File: src/rtl/txc_pkg.sv
package txc_pkg;

  // Frame opener for a transmit-FIFO write: register space, write, FIFO address
  localparam logic [7:0] FIFO_WR_HDR = 8'h3E;
  // Transmit strobe address
  localparam logic [7:0] STROBE_TX   = 8'h04;
  // Value written in place of the check sequence
  localparam logic [7:0] FCS_FILL    = 8'h00;

  typedef enum logic [3:0] {
    S_BOOT,
    S_GUARD,
    S_IDLE,
    S_LOAD,
    S_CCA,
    S_BACKOFF,
    S_STROBE,
    S_SFD_HI,
    S_SFD_LO
  } txc_state_t;

  // Clock cycles in one symbol period
  function automatic int ticks_per_symbol(input int clk_hz, input int sym_us);
    return (clk_hz / 1_000_000) * sym_us;
  endfunction

  // Length byte: source, destination, payload and two check bytes
  function automatic int mpdu_len(input int pay_bytes);
    return pay_bytes + 4;
  endfunction

  // Bytes in the FIFO-load session: opener, length byte, then the MPDU
  function automatic int load_bytes(input int pay_bytes);
    return mpdu_len(pay_bytes) + 2;
  endfunction

endpackage

File: src/rtl/txc_lfsr.sv
module txc_lfsr #(
  parameter int          W    = 16,
  parameter logic [15:0] TAPS = 16'hB400,
  parameter logic [15:0] SEED = 16'hACE1
) (
  input  logic         clk,
  input  logic         rst_n,
  output logic [W-1:0] state
);

  logic [W-1:0] nxt;

  // Galois form: shift right, fold the tap mask in when the low bit is set
  always_comb begin
    nxt = {1'b0, state[W-1:1]};
    if (state[0]) nxt = nxt ^ TAPS[W-1:0];
  end

  always_ff @(posedge clk or negedge rst_n) begin
    if (!rst_n) state <= SEED[W-1:0];
    else        state <= nxt;
  end

endmodule

File: src/rtl/txc_symtimer.sv
module txc_symtimer #(
  parameter int TICKS = 16,
  parameter int CNT_W = 5
) (
  input  logic             clk,
  input  logic             rst_n,
  input  logic             start,
  input  logic [CNT_W-1:0] n_syms,
  output logic             expire,
  output logic             busy
);

  localparam int TW = (TICKS > 1) ? $clog2(TICKS) : 1;

  logic [TW-1:0]    tick;
  logic [CNT_W-1:0] left;
  logic             active;
  logic             tick_wrap;

  assign tick_wrap = active && (tick == '0);
  // Fires in the final cycle of the last symbol: n_syms*TICKS edges after start
  assign expire    = tick_wrap && (left == CNT_W'(1));
  assign busy      = active;

  always_ff @(posedge clk or negedge rst_n) begin
    if (!rst_n) begin
      tick   <= '0;
      left   <= '0;
      active <= 1'b0;
    end else if (start) begin
      tick   <= TW'(TICKS - 1);
      left   <= n_syms;
      active <= 1'b1;
    end else if (tick_wrap) begin
      tick <= TW'(TICKS - 1);
      left <= left - CNT_W'(1);
      if (left == CNT_W'(1)) active <= 1'b0;
    end else if (active) begin
      tick <= tick - TW'(1);
    end
  end

endmodule

File: src/rtl/txc_frame_sel.sv
module txc_frame_sel
  import txc_pkg::*;
#(
  parameter int PAY_BYTES = 12,
  parameter int IDX_W     = 5
) (
  input  logic [IDX_W-1:0]       idx,
  input  logic [7:0]             src,
  input  logic [7:0]             dst,
  input  logic [PAY_BYTES*8-1:0] payload,
  output logic [7:0]             byte_o
);

  localparam int          LEN_VAL = mpdu_len(PAY_BYTES);
  localparam logic [7:0]  LEN_B   = 8'(LEN_VAL);

  logic [7:0] pb [PAY_BYTES];

  for (genvar g = 0; g < PAY_BYTES; g++) begin : g_unpack
    assign pb[g] = payload[g*8 +: 8];
  end

  always_comb begin
    byte_o = FCS_FILL;
    if      (idx == IDX_W'(0)) byte_o = FIFO_WR_HDR;
    else if (idx == IDX_W'(1)) byte_o = LEN_B;
    else if (idx == IDX_W'(2)) byte_o = src;
    else if (idx == IDX_W'(3)) byte_o = dst;
    else begin
      for (int k = 0; k < PAY_BYTES; k++) begin
        if (idx == IDX_W'(k + 4)) byte_o = pb[k];
      end
    end
  end

endmodule

File: src/rtl/tx_backoff_ctrl.sv
module tx_backoff_ctrl
  import txc_pkg::*;
#(
  parameter int          CLK_HZ     = 100_000_000,
  parameter int          SYM_US     = 16,
  parameter int          PAY_BYTES  = 12,
  parameter int          GUARD_SYMS = 12,
  parameter int          BO_LOG2    = 4,
  parameter logic [15:0] LFSR_SEED  = 16'hACE1
) (
  input  logic                   clk,
  input  logic                   rst_n,
  input  logic [7:0]             own_addr,
  input  logic [7:0]             tx_dest,
  input  logic [PAY_BYTES*8-1:0] tx_payload,
  input  logic                   tx_start,
  output logic                   tx_ready,
  output logic                   spi_req,
  output logic                   spi_first,
  output logic                   spi_last,
  output logic [7:0]             spi_byte,
  input  logic                   spi_done,
  input  logic                   cca,
  input  logic                   sfd
);

  localparam int TICKS  = ticks_per_symbol(CLK_HZ, SYM_US);
  localparam int NBYTES = load_bytes(PAY_BYTES);
  localparam int IDX_W  = $clog2(NBYTES);
  localparam int BO_MAX = 1 << BO_LOG2;
  localparam int SYM_W  = $clog2(((GUARD_SYMS > BO_MAX) ? GUARD_SYMS : BO_MAX) + 1);

  txc_state_t             state, state_nx;
  logic [IDX_W-1:0]       idx;
  logic [7:0]             src_q, dst_q;
  logic [PAY_BYTES*8-1:0] pay_q;
  logic [7:0]             load_byte;
  logic [15:0]            lfsr_q;
  logic [SYM_W-1:0]       backoff_syms;
  logic [SYM_W-1:0]       tmr_syms;
  logic                   tmr_start, tmr_done, tmr_busy;
  logic                   last_idx;

  // Named internal events, brought out for the checker
  logic ev_accept, ev_strobe, ev_backoff_start, ev_tx_end, in_air;

  txc_lfsr #(.W(16), .TAPS(16'hB400), .SEED(LFSR_SEED)) u_lfsr (
    .clk   (clk),
    .rst_n (rst_n),
    .state (lfsr_q)
  );

  txc_symtimer #(.TICKS(TICKS), .CNT_W(SYM_W)) u_tmr (
    .clk    (clk),
    .rst_n  (rst_n),
    .start  (tmr_start),
    .n_syms (tmr_syms),
    .expire (tmr_done),
    .busy   (tmr_busy)
  );

  txc_frame_sel #(.PAY_BYTES(PAY_BYTES), .IDX_W(IDX_W)) u_sel (
    .idx     (idx),
    .src     (src_q),
    .dst     (dst_q),
    .payload (pay_q),
    .byte_o  (load_byte)
  );

  // Backoff drawn from the low LFSR bits: 1 .. 2**BO_LOG2 symbols
  assign backoff_syms = SYM_W'(lfsr_q[BO_LOG2-1:0]) + SYM_W'(1);

  assign last_idx         = (idx == IDX_W'(NBYTES - 1));
  assign ev_accept        = (state == S_IDLE) && tx_start;
  assign ev_strobe        = (state == S_STROBE);
  assign ev_backoff_start = (state == S_CCA) && !cca;
  assign ev_tx_end        = (state == S_SFD_LO) && !sfd;
  assign in_air           = (state == S_SFD_HI) || (state == S_SFD_LO);

  assign tmr_start = (state == S_BOOT) || ev_backoff_start || ev_tx_end;
  assign tmr_syms  = ev_backoff_start ? backoff_syms : SYM_W'(GUARD_SYMS);

  always_comb begin
    state_nx = state;
    unique case (state)
      S_BOOT:    state_nx = S_GUARD;
      S_GUARD:   if (tmr_done) state_nx = S_IDLE;
      S_IDLE:    if (tx_start) state_nx = S_LOAD;
      S_LOAD:    if (spi_done && last_idx) state_nx = S_CCA;
      S_CCA:     state_nx = cca ? S_STROBE : S_BACKOFF;
      S_BACKOFF: if (tmr_done) state_nx = S_CCA;
      S_STROBE:  if (spi_done) state_nx = S_SFD_HI;
      S_SFD_HI:  if (sfd) state_nx = S_SFD_LO;
      S_SFD_LO:  if (!sfd) state_nx = S_GUARD;
      default:   state_nx = S_BOOT;
    endcase
  end

  always_ff @(posedge clk or negedge rst_n) begin
    if (!rst_n) state <= S_BOOT;
    else        state <= state_nx;
  end

  always_ff @(posedge clk or negedge rst_n) begin
    if (!rst_n) begin
      idx   <= '0;
      src_q <= '0;
      dst_q <= '0;
      pay_q <= '0;
    end else begin
      if (ev_accept) begin
        idx   <= '0;
        src_q <= own_addr;
        dst_q <= tx_dest;
        pay_q <= tx_payload;
      end else if ((state == S_LOAD) && spi_done && !last_idx) begin
        idx <= idx + IDX_W'(1);
      end
    end
  end

  assign tx_ready  = (state == S_IDLE);
  assign spi_req   = (state == S_LOAD) || ev_strobe;
  assign spi_byte  = ev_strobe ? STROBE_TX : load_byte;
  assign spi_first = ev_strobe || ((state == S_LOAD) && (idx == '0));
  assign spi_last  = ev_strobe || ((state == S_LOAD) && last_idx);

endmodule

File: config.mk
export PLATFORM = sky130hd
export DESIGN_NAME = tx_backoff_ctrl
export DESIGN_NICKNAME = d
export VERILOG_FILES = /design/src/rtl/txc_pkg.sv /design/src/rtl/txc_lfsr.sv /design/src/rtl/txc_symtimer.sv /design/src/rtl/txc_frame_sel.sv /design/src/rtl/tx_backoff_ctrl.sv
export SDC_FILE = /design/constraint.sdc
export NUM_CORES = 1
export LEC_CHECK = 0
export ABC_AREA = 1
export CORE_ASPECT_RATIO = 2
export CORE_MARGIN = 2
export CORE_UTILIZATION = 49
export DETAILED_ROUTE_END_ITERATION = 8
export PLACE_DENSITY = 0.73
export RECOVER_POWER = 50
export SETUP_SLACK_MARGIN = 0.1
export SYNTH_ARGS = -nofsm -noshare
export SYNTH_HDL_FRONTEND = slang
export SYNTH_HIERARCHICAL = 1
export SYNTH_SLANG_ARGS = --single-unit
File: constraint.sdc
create_clock -name clk -period 2.2 [get_ports clk]
set_input_delay 0.44 -clock clk [delete_from_list [all_inputs] [get_ports clk]]
set_output_delay 0.44 -clock clk [all_outputs]
set_load 0.005 [all_outputs]
==> impl_metrics.ini <==
[worst_setup_path]
cp_top_family = simple AND/OR/NAND/NOR gates
crit_arrival_ns = 2.47
crit_start = idx[0]
worstPathRequired_ns = 1.76
max_stage_delay_ns = 0.51
crit_type = flip-flop to output pin
cp.depth = 11
cp-start-kind = flip-flop
reg2reg_depth = 18
timing.rr.start = idx[0]
cp_max_fo = 6
path_cells = buf_6, nand3_4, buf_4, nor2_4, buf_4, inv_1, or2_2, nand2_1, nand4_1, or2_4, buf_6
crit_buf_inv = 5
crit_slowest_cell = dfrtp_2
worstSetupEndpointType = output pin

[min_path]
min_from = u_lfsr/state[4]
hp-class = flip-flop to flip-flop
hold_depth = 0

[die]
core_area_sq_um = 15620
initial_core_util_pct = 49.58
rows = 65
design.die.area_sq_um = 16880
dieHeight_um = 181.8
ios = 130
die-width_um = 92.89

[finish]
antenna_cells = 0
seqCellArea_sq_um = 3870
design_area_sq_um = 10710
num-fill-cells = 1225
multiInputGateArea_sq_um = 3635
drive_gt1_share_pct = 20.76
area.growth.synth_to_final_pct = 38.38
final_cell_mix = 516 x nand2_1, 141 x dfrtp_1, 116 x clkdlybuf4s50_1
final_cells = 1468
layout.cells.most_common = nand2_1
post-route-util_pct = 68.61
nets = 1380

[synth]
syn_nets = 1169
synth_area_per_cell_sq_um = 7.423
yosys_warnings = 6
syn_area_sq_um = 7742
syn_inst = 1043

[timing]
skew_ns = 0.007617
worst_slew_pin_slew_ns = 1.140
timing.slew.headroom_pct = 24.00
max_freq_ghz = 0.3434
maxSlewViolCount = 0
setup_viol = 14
finalCriticalPeriod_ns = 2.912
hold_viol_final = 0
rsz0062_at_grt = yes
final.period_utilization_pct = 132.4
finalSetupTns_ns = -6.740
timing.hold.ws_ns = 0.3503
fin_ws_ns = -0.7123

[grt]
grt_pass1_wl_um = 35000
antenna_found_initial = 0
track_usage_pct = 26.19
grt-ovfl-total = 0
grt_start_max_net_pins = 69
grt_pass1_vias = 7437

[placement]
placedCellCount = 1400
place_area_sq_um = 9573
numPortBuffers = 129
dp_hpwl_um = 14630
place.gp.congestion = 0.8809

[routing]
drt.antenna.violating_nets = 0
drt_iter0_drc = 537
wl_um = 21160
routed_via_density = 4.980
routedWlPerCell_um = 14.41
drc = 0
drt-pass1-iter-count = 7
vias = 7310

[run_status]
outcome = complete, but fails checks
violations = negative setup slack

[cts]
cts_max_path_buffers = 2
numClockSinks = 154
cts.reportedPaths.clkPinSlew_ns = 0.07
cts_buffers = 17
cts_max_level = 4
ctsRootBufferMaster = clkbuf_16
clkLatencyLatePin_ns = 0.43
cts_tree = built

[power]
leakagePower_nw = 5.765
power.density_nw_per_um2 = 556.0
vdd_ir_drop_max_uv = 497.5

[job]
drv_cap = 0
[worst reg2reg max path, delay by kind of cell (launching register included)]
family / cells / cell delay, ns
buf+inv: 11 / 1.33
flops: 1 / 0.50
simple gates: 5 / 0.36
fa+ha+maj: 1 / 0.16
compound gates: 1 / 0.08
[report_power, final]
part / leakage [nW] / internal (W) / total (W) / switching (W)
logic: 3.43 / 0.000184 / 0.000275 / 0.0000909
registers: 2.05 / 0.00283 / 0.00283 / 0
clock network: 0.284 / 0.00151 / 0.00285 / 0.00134
[timing repair]
| item | in CTS | in global routing |
|---|---|---|
| setup buffers | 32 | 3 |
| gates resized for setup | 130 | 30 |
| pin swaps | 57 | 45 |
| hold buffers | 1 | 0 |
| setup endpoints to repair | 12 | 24 |
| endpoints found under the hold margin | 42 | 0 |
[layer usage]
metal	part of all wire [%]	up-vias	global-route usage (%)
met4	3.4	0	12.71
li1	-	3606	-
met5	0	-	0
met2	49	298	43.19
met3	5.8	59	4.564
met1	41	3347	33.06
[state kept, by name, summed over array words and instances (netlist names)]
| register | flops |
|---|---|
| dst_q | 8 |
| u_lfsr/state | 16 |
| state | 4 |
| u_tmr/tick | 11 |
| src_q | 8 |
| u_tmr/busy | 1 |
| u_tmr/left | 5 |
| idx | 5 |
| pay_q | 96 |
[worst paths after layout]
check                                  endpoint  slack [ns]
worst min register to register  u_lfsr/state[3]        0.35
worst max register to register         state[0]       -0.28
worst max-delay path                spi_byte[2]       -0.71
worst min-delay path            u_lfsr/state[3]        0.35
max in group asynchronous              state[3]        0.21
min in group asynchronous              pay_q[3]        0.77
[cell type report]
class	instances	area share, %
sequential	154	36.12
multi-input combinational	767	33.93
clock inverter	15	1.343
inverter	90	3.258
clock buffer	17	3.971
tap	201	2.347
timing repair buffer	224	19.04
[per-stage QoR]
stage                     total power, W  worst slack [ns]
after floorplan                 0.002887            0.1415
after global placement          0.003167           -0.5468
after detailed placement        0.003170           -0.6748
after CTS                       0.006020           -0.7053
after global routing            0.006150           -0.8321
final                           0.005957           -0.7123
No activity file was read; power rests on OpenSTA's default activity.
